[config.mk]
export PLATFORM = sky130hd
export DESIGN_NAME = rx_addr_filter
export DESIGN_NICKNAME = d
export VERILOG_FILES = /design/src/rtl/rx_flt_pkg.sv /design/src/rtl/flt_addr_match.sv /design/src/rtl/flt_sticky_flag.sv /design/src/rtl/rx_addr_filter.sv
export SDC_FILE = /design/constraint.sdc
export NUM_CORES = 1
export LEC_CHECK = 0
export ABC_AREA = 0
export BUFFER_PORTS_ARGS = -buffer_cell sky130_fd_sc_hd__buf_2
export CAP_MARGIN = 10
export CORE_UTILIZATION = 54
export CTS_BUF_LIST = sky130_fd_sc_hd__clkbuf_16
export DETAILED_ROUTE_END_ITERATION = 8
export GPL_ROUTABILITY_DRIVEN = 1
export GPL_TIMING_DRIVEN = 0
export HOLD_SLACK_MARGIN = 0.15
export PLACE_DENSITY = 0.84
export SETUP_SLACK_MARGIN = 0.1
export SYNTH_ARGS = -nofsm -noshare
export SYNTH_HDL_FRONTEND = slang
export SYNTH_SLANG_ARGS = --single-unit
[constraint.sdc]
create_clock -name clk -period 4.3 [get_ports clk]
set_input_delay 0.645 -clock clk [delete_from_list [all_inputs] [get_ports clk]]
set_output_delay 0.645 -clock clk [all_outputs]
set_load 0.005 [all_outputs]
[src/rtl/rx_flt_pkg.sv]
package rx_flt_pkg;
    localparam int FLT_DATA_W = 8;

    typedef enum logic [1:0] {
        ST_HUNT = 2'd0,
        ST_PASS = 2'd1,
        ST_SKIP = 2'd2
    } flt_state_e;
endpackage

[src/rtl/flt_addr_match.sv]
module flt_addr_match #(
    parameter int W = 8
) (
    input  logic         match_en,
    input  logic [W-1:0] match_val,
    input  logic [W-1:0] addr,
    output logic         accept
);
    localparam logic [W-1:0] BCAST = {W{1'b1}};

    always_comb begin
        accept = !match_en || (addr == match_val) || (addr == BCAST);
    end
endmodule

[src/rtl/flt_sticky_flag.sv]
module flt_sticky_flag (
    input  logic clk,
    input  logic rst_n,
    input  logic set,
    input  logic clr,
    output logic flag
);
    logic flag_d, flag_q;

    always_comb begin
        flag_d = flag_q;
        if (clr) flag_d = 1'b0;
        if (set) flag_d = 1'b1;
    end

    always_ff @(posedge clk or negedge rst_n) begin
        if (!rst_n) flag_q <= 1'b0;
        else        flag_q <= flag_d;
    end

    assign flag = flag_q;

    assert_ovf_set_R9: assert property (@(posedge clk) disable iff (!rst_n)
        set |=> flag_q);
    assert_ovf_hold_R10: assert property (@(posedge clk) disable iff (!rst_n)
        (flag_q && !clr) |=> flag_q);
endmodule

[src/rtl/rx_addr_filter.sv]
module rx_addr_filter
    import rx_flt_pkg::*;
#(
    parameter int DATA_W = FLT_DATA_W
) (
    input  logic              clk,
    input  logic              rst_n,
    input  logic              cfg_rx_en,
    input  logic              cfg_match_en,
    input  logic [DATA_W-1:0] cfg_match_val,
    input  logic              in_valid,
    input  logic              in_sof,
    input  logic              in_eof,
    input  logic [DATA_W-1:0] in_data,
    input  logic              fifo_full,
    input  logic              ovf_clr,
    output logic              push_valid,
    output logic [DATA_W-1:0] push_data,
    output logic              frame_drop,
    output logic              ovf_flag
);
    typedef struct packed {
        flt_state_e        state;
        logic              push_valid;
        logic [DATA_W-1:0] push_data;
        logic              drop;
    } flt_regs_t;

    flt_regs_t r_d, r_q;
    logic      addr_ok;
    logic      want_push;
    logic      ovf_set;

    flt_addr_match #(.W(DATA_W)) u_match (
        .match_en  (cfg_match_en),
        .match_val (cfg_match_val),
        .addr      (in_data),
        .accept    (addr_ok)
    );

    always_comb begin
        r_d            = r_q;
        r_d.push_valid = 1'b0;
        r_d.drop       = 1'b0;
        want_push      = 1'b0;
        if (!cfg_rx_en) begin
            r_d.state = ST_HUNT;
        end else if (in_valid) begin
            if (in_sof) begin
                if (addr_ok) begin
                    want_push = 1'b1;
                    r_d.state = in_eof ? ST_HUNT : ST_PASS;
                end else begin
                    r_d.drop  = 1'b1;
                    r_d.state = in_eof ? ST_HUNT : ST_SKIP;
                end
            end else begin
                case (r_q.state)
                    ST_PASS: begin
                        want_push = 1'b1;
                        if (in_eof) r_d.state = ST_HUNT;
                    end
                    ST_SKIP: begin
                        if (in_eof) r_d.state = ST_HUNT;
                    end
                    default: ;
                endcase
            end
        end
        if (want_push && !fifo_full) begin
            r_d.push_valid = 1'b1;
            r_d.push_data  = in_data;
        end
        ovf_set = want_push && fifo_full;
    end

    always_ff @(posedge clk or negedge rst_n) begin
        if (!rst_n) begin
            r_q <= '{state: ST_HUNT, push_valid: 1'b0, push_data: '0, drop: 1'b0};
        end else begin
            r_q <= r_d;
        end
    end

    flt_sticky_flag u_ovf (
        .clk   (clk),
        .rst_n (rst_n),
        .set   (ovf_set),
        .clr   (ovf_clr),
        .flag  (ovf_flag)
    );

    assign push_valid = r_q.push_valid;
    assign push_data  = r_q.push_data;
    assign frame_drop = r_q.drop;

    assert_rx_off_R6: assert property (@(posedge clk) disable iff (!rst_n)
        !cfg_rx_en |=> (!push_valid && !frame_drop));
    assert_full_block_R9: assert property (@(posedge clk) disable iff (!rst_n)
        fifo_full |=> !push_valid);
    assert_drop_cause_R8: assert property (@(posedge clk) disable iff (!rst_n)
        frame_drop |-> $past(in_valid && in_sof));
    assert_drop_excl_R4: assert property (@(posedge clk) disable iff (!rst_n)
        frame_drop |-> !push_valid);
    assert_no_idle_push_R11: assert property (@(posedge clk) disable iff (!rst_n)
        !in_valid |=> !push_valid);
endmodule

# Word-level counts from Yosys, hierarchy flattened
# Cells that the tools add are included.
# Widths: inputs -> output; s select.
[totals] register_bits=13 in_bits=25 out_inout_bits=11 elab_cells=41
[op_classes] n_eq_ne=7 n_mux=20 reduce_logical=9
[op_table] op="$mux 2" count=7
[op_table] op="$mux 1" count=12
[op_table] op="$mux 9" count=1
[op_table] op="$eq 8x8->1" count=1
[op_table] op="$eq 8x8->1 const B" count=1
[op_table] op="$ne 3x1->1 const B" count=1
[op_table] op="$ne 3x2->1 const B" count=1
[op_table] op="$reduce_and 3->1" count=1
[op_table] op="$eq 2x1->1 const B" count=1
[op_table] op="$eq 2x2->1 const B" count=1
[op_table] op="$logic_and 1x1->1" count=2
[op_table] op="$logic_not 1->1" count=2
[op_table] op="$logic_or 1x1->1" count=2
[op_table] op="$ne 2x1->1 const B" count=1
[op_table] op="$reduce_bool 2->1" count=1
[op_table] op="$reduce_or 2->1" count=1

# Longest topological paths before layout
# Gate-level depths: netlist of the first run.
[logic_depth] word_depth=9 mapped_depth=7 depth_no_buf=6

# Modules after synthesis
# Synthesis of the first run repeated with hierarchy kept, for this count alone.
[hier_totals] hier_cells=59 hier_area_um2=695.7
[modules_own_cells] module="rx_addr_filter" n_inst=1 cells_each=42 area_each_um2=551.8 seq_area_each_um2=300.3
[modules_own_cells] module="flt_addr_match" n_inst=1 cells_each=14 area_each_um2=107.6 seq_area_each_um2=0.0
[modules_own_cells] module="flt_sticky_flag" n_inst=1 cells_each=3 area_each_um2=36.3 seq_area_each_um2=25.0

# Least setup slack after synthesis of the first run
# OpenSTA, ideal clock, no wires.
[synth_timing] kind="input to register" startpoint="input cfg_match_val[6]" endpoint="register r_q (netlist bit push_data[0])" setup_ns=0.133 arrival_ns=1.660 required_ns=4.167 slack_ns=2.507 cell_stages=5 path_buffers=1 path_cell_list="xor2_1 -> nor4_4 -> buf_6 -> a211o_2 -> nand3_2"
[synth_via] elab_chain_len=8
[synth_rtl] element="start: declaration" line_no="rx_addr_filter.sv:10" text="input logic [DATA_W-1:0] cfg_match_val,"
[synth_rtl] element="$eq 8x8->1" line_no="flt_addr_match.sv:12" text="accept = !match_en || (addr == match_val) || (addr == BCAST);"
[synth_rtl] element="$logic_or 1x1->1 (2 in series)" line_no="flt_addr_match.sv:12"
[synth_rtl] element="$mux 1" line_no="rx_addr_filter.sv:50" text="if (addr_ok) begin"
[synth_rtl] element="$mux 1" line_no="rx_addr_filter.sv:49" text="if (in_sof) begin"
[synth_rtl] element="$mux 1" line_no="rx_addr_filter.sv:48" text="end else if (in_valid) begin"
[synth_rtl] element="$mux 1" line_no="rx_addr_filter.sv:46" text="if (!cfg_rx_en) begin"
[synth_rtl] element="$logic_and 1x1->1" line_no="rx_addr_filter.sv:70" text="if (want_push && !fifo_full) begin"
[synth_rtl] element="end signal: assignment" line_no="rx_addr_filter.sv:79" text="r_q <= '{state: ST_HUNT, push_valid: 1'b0, push_data: '0, drop: 1'b0};"
[synth_rtl] element="end signal: assignment" line_no="rx_addr_filter.sv:81" text="r_q <= r_d;"
[synth_rtl] element="end: declaration" line_no="rx_addr_filter.sv:29" text="flt_regs_t r_d, r_q;"
# No other way between the ends.
# A chain may end at the register's enable or synchronous reset.

# Worst setup path after layout of the first run
[layout_timing] startpoint="register r_q[10] (netlist bit)" endpoint="register r_q (netlist bit push_data[1])"
[layout_via] elab_chain_len=6
[layout_rtl] element="$eq 2x1->1" line_no="rx_addr_filter.sv:58" text="case (r_q.state)"
[layout_rtl] element="$mux 1" line_no="rx_addr_filter.sv:58"
[layout_rtl] element="$mux 1" line_no="rx_addr_filter.sv:49"
[layout_rtl] element="$mux 1" line_no="rx_addr_filter.sv:48"
[layout_rtl] element="$mux 1" line_no="rx_addr_filter.sv:46"
[layout_rtl] element="$logic_and 1x1->1" line_no="rx_addr_filter.sv:70"
# No other way between the ends.

==> results of run 1 <==
placed cells by master (no fill, tap or decap), types with 3 or more instances in the layout:
cell | netlist | final
nand2_1 | 8 | 8
buf_4 | 8 | 8
nor4b_1 | 8 | 8
a221oi_1 | 8 | 8
clkbuf_1 | 4 | 4
inv_1 | 3 | 4
a211o_1 | 6 | 6
nand3_1 | 17 | 17
clkbuf_16 | 0 | 3
buf_2 | 3 | 37
xor2_1 | 8 | 8
dfrtp_1 | 13 | 13
nor3b_1 | 8 | 8
through the flow:
| step | hold slack, ns | area (um^2) | power (W) |
|---|---|---|---|
| after CTS | 0.297 | 1390 | 0.000440 |
| after detailed placement | 0.493 | 1310 | 0.000265 |
| after global placement | 0.482 | 1310 | 0.000260 |
| after floorplan | 0.349 | 1110 | 0.000222 |
| final | 0.289 | 1390 | 0.000438 |
| after global routing | 0.314 | 1390 | 0.000459 |
worst paths after layout:
check,end
worst max-delay path,push_data[1]
worst min-delay path,frame_drop
worst max register to register,push_data[1]
worst min register to register,u_ovf.flag
max in group asynchronous,push_data[1]
min in group clk,u_ovf.flag
sequential cells by signal, summed over array words and instances (netlist names):
| register | flops |
|---|---|
| push_valid | 1 |
| push_data | 8 |
| frame_drop | 1 |
| u_ovf.flag | 1 |
| r_q | 2 |
power groups by stage:
stage          Combinational [W]  Clock [W]  Sequential (W)
3_5_place_dp            0.000117          0        0.000148
4_1_cts                 0.000118   0.000177        0.000146
5_1_grt                 0.000130   0.000181        0.000148
3_3_place_gp            0.000113          0        0.000147
2_1_floorplan          0.0000768          0        0.000145
6_report                0.000117   0.000174        0.000146
cell type report:
type,count,share of cell area (%)
plain buffers,17,8.10
inverters,3,0.810
clock buffers,3,5.40
clock inverters,1,0.270
well taps,27,2.43
repair buffers,34,12.2
flip-flops and latches,13,23.4
multi-input cells,87,47.3
Yosys cell counts:
| cell | count | share of area (%) |
|---|---|---|
| nand3_1 | 17 | 7.7 |
| dfrtp_1 | 13 | 29 |
| a221oi_1 | 8 | 6.3 |
| buf_4 | 8 | 5.4 |
| nand2_1 | 8 | 2.7 |
| nor3b_1 | 8 | 5.4 |
| nor4b_1 | 8 | 6.3 |
| xor2_1 | 8 | 6.3 |
| a211o_1 | 6 | 4.7 |
| clkbuf_1 | 4 | 1.4 |
| buf_2 | 3 | 1.4 |
| inv_1 | 3 | 1.0 |
| a211o_2 | 2 | 1.8 |
| a21oi_1 | 2 | 0.90 |
| buf_6 | 2 | 2.0 |
| nand3_2 | 2 | 1.8 |
| nand4_1 | 2 | 1.1 |
| nor3_1 | 2 | 0.90 |
| nor4_4 | 2 | 3.8 |
| a21oi_2 | 1 | 0.79 |
| and2_1 | 1 | 0.57 |
| ha_1 | 1 | 1.1 |
| nand2b_1 | 1 | 0.57 |
| nor2b_1 | 1 | 0.57 |
| o211ai_2 | 1 | 1.1 |
| o21ai_0 | 1 | 0.45 |
| o21ai_1 | 1 | 0.45 |
| o21ai_4 | 1 | 1.5 |
| o31ai_1 | 1 | 0.68 |
| o31ai_2 | 1 | 1.1 |
| or2_1 | 1 | 0.57 |
logic make-up after synthesis:
kind of cell	Yosys count	share of synthesized area (%)
buffers and inverters	20	11.2
AO/OA/AOI/OAI	25	19.9
flip-flops	13	29.4
AND/OR/NAND/NOR	53	32.1
adder cells (fa/ha/maj)	1	1.13
XOR/XNOR	8	6.33
metal layers:
layer  GRT usage, %  share of wire (%)
met2           45.2                 50
met3           5.00                5.3
met1           34.2                 44
met5              0                  0
met4           16.6                1.0
==> impl_metrics.py, run 1 <==
metrics = {
    "run_status": {
        "status": "complete, no violations",
    },
    "timing": {
        "max_slew_margin_pct": 59.1,
        "tns_ns": 0,
        "setup_ws_ns": 2.37,
        "rsz0062_at_grt": "no",
        "clock_skew_ns": 0.00131,
        "finalCritPeriodShare_pct": 45.0,
        "setup_viol_count_final": 0,
        "tightest_slew_ns": 0.610,
        "slew_viol_final": 0,
        "max_freq_ghz": 0.517,
        "fin_crit_ns": 1.93,
        "hold_violations": 0,
    },
    "final_layout": {
        "fillCellCount": 160,
        "area_growth_pct": 25.5,
        "fin_cells": 185,
        "nNetsFinal": 185,
        "multi_input_area_um2": 658,
        "layout-drive-gt1-share_pct": 38.0,
        "antenna-diode-count": 0,
        "utilization_pct": 71.6,
        "area.sequential_um2": 325,
    },
    "critical_path": {
        "critPathBufInv": 1,
        "start_kind": "register",
        "end_kind": "register",
        "crit_cells": 6,
        "r2r_setup_slack_ns": 2.37,
        "cp.arrival_ns": 2.05,
        "critical_path.max_stage_delay_ns": 0.42,
        "startpoint": "r_q[10]",
        "reg2reg_depth": 6,
        "worstSetupPathType": "register to register",
        "required_ns": 4.42,
        "path_cells": "ha_1 > o211ai_2 > buf_2 > nor4b_1 > a221oi_1 > nand3_2",
        "crit_family": "compound AO/OA/AOI/OAI gates",
        "path_max_fanout": 10,
        "worst_path_max_delay_cell": "o211ai_2",
        "r2r_start": "r_q[10]",
    },
    "grt": {
        "antenna_found_initial": 0,
        "overflow": 0,
        "first_global_vias": 1014,
        "grt_usage_pct": 27.9,
        "grt_max_degree": 14,
        "grt_pass1_wl_um": 4330,
    },
    "power": {
        "clkPwrFrac_pct": 39.8,
        "p_seq_share_pct": 33.4,
        "p_int_w": 0.000318,
        "p_leak_nw": 0.579,
        "powerDensity_mw_per_mm2": 315,
        "vdd_drop_max_uv": 297,
        "combPwrFrac_pct": 26.8,
        "p_sw_w": 0.000120,
        "swShare_pct": 27.3,
    },
    "yosys": {
        "seq_area_frac_synth_pct": 29.4,
        "ys_warn_count": 0,
        "yosys.cell_types.count": 31,
        "synthesis.area_mm2": 0.00111,
        "syn_inst": 120,
        "syn_avg_cell_area_um2": 9.23,
        "ys_ff_latch": 13,
        "syn_nets": 146,
    },
    "clock_tree": {
        "htree_num_levels": 1,
        "postCtsSetupRepairBufs": 0,
        "path_clk_slew_ns": 0.04,
        "clockRootBuffer": "clkbuf_16",
        "cts_sinks": 13,
        "cts_tree": "built",
        "cts_buffers": 3,
        "cts_resized": 0,
        "clock_latency_ns": 0.24,
        "ctsHoldBuffers": 0,
        "clockBufferDepth": 2,
    },
    "die": {
        "initial_core_util_pct": 57.0,
        "die_w_um": 47.3,
        "die_h_um": 47.3,
        "coreArea_mm2": 0.00194,
        "die-area_mm2": 0.00224,
        "ioPinCount": 36,
        "fp-row-count": 16,
    },
    "place": {
        "pre_cts_ws_ns": 2.18,
        "io_buffers": 34,
        "gp_congestion": 0.807,
        "dp_hpwl_um": 2090,
        "dp_cells": 181,
    },
    "min_path": {
        "worstHoldPathType": "input port to asynchronous set/reset pin",
    },
    "detailed_routing": {
        "vias": 1119,
        "wirelength_um": 2780,
        "wl_per_cell_um": 15.0,
        "drt_iter0_drc": 56,
        "drc_errors": 0,
        "drt.antenna.violating_nets": 0,
        "vias_per_cell": 6.05,
        "dr.pass1.iters": 4,
    },
    "run": {
        "drv_cap": 0,
    },
}
(Power assumes the default switching activity.)
==> run 2: changes to the inputs <==
- CORE_UTILIZATION: 54 -> 45
- PLACE_DENSITY: 0.84 -> 0.75
- clock period: 4.3 -> 1.7 ns (I/O delays scaled with it)
==> run 2 against run 1 <==
  * Via count rose by 0.98%
  * Maximum frequency rose by 22%
  * Sequential cell count did not move
  * Global-route usage fell by 3.4 points
  * Non-clock buffer count rose by 5
  * Sequential power rose to 2.6 times the previous value
  * Worst setup slack got worse by 2.2 ns
  * Critical endpoint is now push_data[5]
  * Largest power group unchanged
  * Die area rose by 19%
  * Largest cell class unchanged
  * Clock-buffer cell count did not move
  * Design area rose by 12%
==> impl_metrics.py, run 2 (synthesized netlist as in run 1, its figures left out) <==
metrics = {
    "detailed_routing": {
        "dr.pass1.iters": 4,
        "drt.antenna.violating_nets": 0,
        "drc_errors": 0,
        "drt_iter0_drc": 33,
        "vias_per_cell": 5.92,
        "wirelength_um": 3000,
        "vias": 1130,
        "wl_per_cell_um": 15.7,
    },
    "min_path": {
        "min_from": "ovf_clr",
        "holdPathEnd": "u_ovf.flag",
        "worstHoldPathType": "input port to register",
        "hold_depth": 4,
    },
    "power": {
        "swShare_pct": 27.5,
        "vdd_drop_max_uv": 571,
        "p_leak_nw": 0.622,
        "powerDensity_mw_per_mm2": 741,
        "p_total_w": 0.00115,
        "clkPwrFrac_pct": 37.7,
        "p_seq_share_pct": 32.6,
        "p_sw_w": 0.000317,
        "p_int_w": 0.000836,
        "combPwrFrac_pct": 29.7,
    },
    "timing": {
        "fin_crit_ns": 1.58,
        "finalCritPeriodShare_pct": 93.0,
        "max_freq_ghz": 0.633,
        "rsz0062_at_grt": "yes",
        "clock_skew_ns": 0.00264,
        "setup_viol_count_final": 0,
        "timing.hold.ws_ns": 0.295,
        "tns_ns": 0,
        "tightest_slew_ns": 0.650,
        "slew_viol_final": 0,
        "hold_violations": 0,
        "max_slew_margin_pct": 56.3,
    },
    "clock_tree": {
        "cts_buffers": 3,
        "clock_latency_ns": 0.24,
        "htree_num_levels": 1,
        "cts_sinks": 13,
        "clockRootBuffer": "clkbuf_16",
        "clockBufferDepth": 2,
        "path_clk_slew_ns": 0.05,
        "cts_tree": "built",
    },
    "critical_path": {
        "end_kind": "register",
        "worstSetupPathType": "register to register",
        "reg2reg_to": "push_data[5]",
        "critPathBufInv": 2,
        "path_max_fanout": 4,
        "cp.arrival_ns": 1.76,
        "crit_family": "simple AND/OR/NAND/NOR gates",
        "critical_path.max_stage_delay_ns": 0.39,
        "r2r_setup_slack_ns": 0.12,
        "path_cells": "inv_1 > ha_2 > o211ai_4 > buf_6 > nor3b_1 > nand3_1 > nand3_1",
        "cp_common_cell": "nand3_1",
        "worst_path_max_delay_cell": "nor3b_1",
        "r2r_start": "r_q[11]",
        "required_ns": 1.88,
        "reg2reg_depth": 7,
        "start_kind": "register",
    },
    "die": {
        "fp-row-count": 17,
        "coreArea_mm2": 0.00228,
        "die_w_um": 51.6,
        "ioPinCount": 36,
        "die-area_mm2": 0.00266,
        "initial_core_util_pct": 48.7,
        "die_h_um": 51.6,
    },
    "grt": {
        "first_global_vias": 1139,
        "overflow": 0,
        "grt_max_degree": 14,
        "grt_pass1_wl_um": 4770,
        "grt_usage_pct": 24.5,
        "antenna_found_initial": 0,
    },
    "final_layout": {
        "final_cell_mix": "buf_2, nand3_1, dfrtp_1",
        "area_growth_pct": 40.5,
        "area.sequential_um2": 325,
        "fillCellCount": 182,
        "layout_commonest_cell": "buf_2",
        "nNetsFinal": 190,
        "largest_register_ffs": 8,
        "layout-drive-gt1-share_pct": 48.5,
        "multi_input_area_um2": 761,
        "antenna-diode-count": 0,
    },
    "run": {
        "drv_cap": 0,
    },
    "place": {
        "gp_congestion": 0.853,
        "dp_hpwl_um": 2010,
        "io_buffers": 34,
    },
    "run_status": {
        "status": "complete, no violations",
    },
}
run 2: cell type report:
class / instances / share of cell area (%)
clock inverter: 1 / 0.241
sequential: 13 / 20.9
timing repair buffer: 39 / 14.0
buffer: 17 / 8.13
multi-input combinational: 87 / 48.9
clock buffer: 3 / 4.83
tap: 28 / 2.25
inverter: 3 / 0.724
run 2: power groups by stage:
| stage | sequential [W] | combinational (W) | clock [W] |
|---|---|---|---|
| 3_3_place_gp | 0.000371 | 0.000290 | 0 |
| 6_report | 0.000375 | 0.000342 | 0.000435 |
| 3_5_place_dp | 0.000372 | 0.000298 | 0 |
| 5_1_grt | 0.000379 | 0.000371 | 0.000458 |
| 2_1_floorplan | 0.000366 | 0.000196 | 0 |
| 4_1_cts | 0.000368 | 0.000307 | 0.000438 |
run 2: repair_timing:
action / 4_1_cts / 5_1_grt
pin swaps: 1 / 10
gates resized for setup: 1 / 22
setup endpoints to repair: 9 / 8
hold buffers: 1 / 0
buffers inserted: 2 / 2
endpoints found under the hold margin: 13 / 0
run 2: tightest hold or removal path, delay by kind of cell:
family,cells,cell delay (ns)
buf+inv,2,0.13
compound gates,2,0.11
run 2: layer usage:
metal,track usage (%),routed length (um),vias up
met1,29.0,1320,535
met3,3.80,149,9
met5,0,0,-
met4,12.2,76,0
met2,42.6,1450,45
li1,-,-,541
run 2: through the flow:
stage | instances | util (%) | cell area, um^2 | worst slack [ns]
2_1_floorplan | 120 | - | 1120 | 0.116
3_3_place_gp | 182 | 58.2 | 1320 | -0.0343
3_5_place_dp | 182 | 58.2 | 1320 | -0.0583
4_1_cts | 189 | 63.0 | 1430 | 0.0873
5_1_grt | 191 | 68.3 | 1560 | 0.0593
6_report | 191 | 68.3 | 1560 | 0.120
run 2: how the worst max path moves through the flow:
stage,from,to,slack (ns),cells past startpoint
4_1_cts,r_q[11],push_data[5],0.09,7
3_3_place_gp,r_q[10],push_data[1],-0.03,6
3_5_place_dp,r_q[10],push_data[1],-0.06,6
5_1_grt,r_q[11],push_data[5],0.06,7
2_1_floorplan,r_q[10],push_data[0],0.12,6
6_report,r_q[11],push_data[5],0.12,7
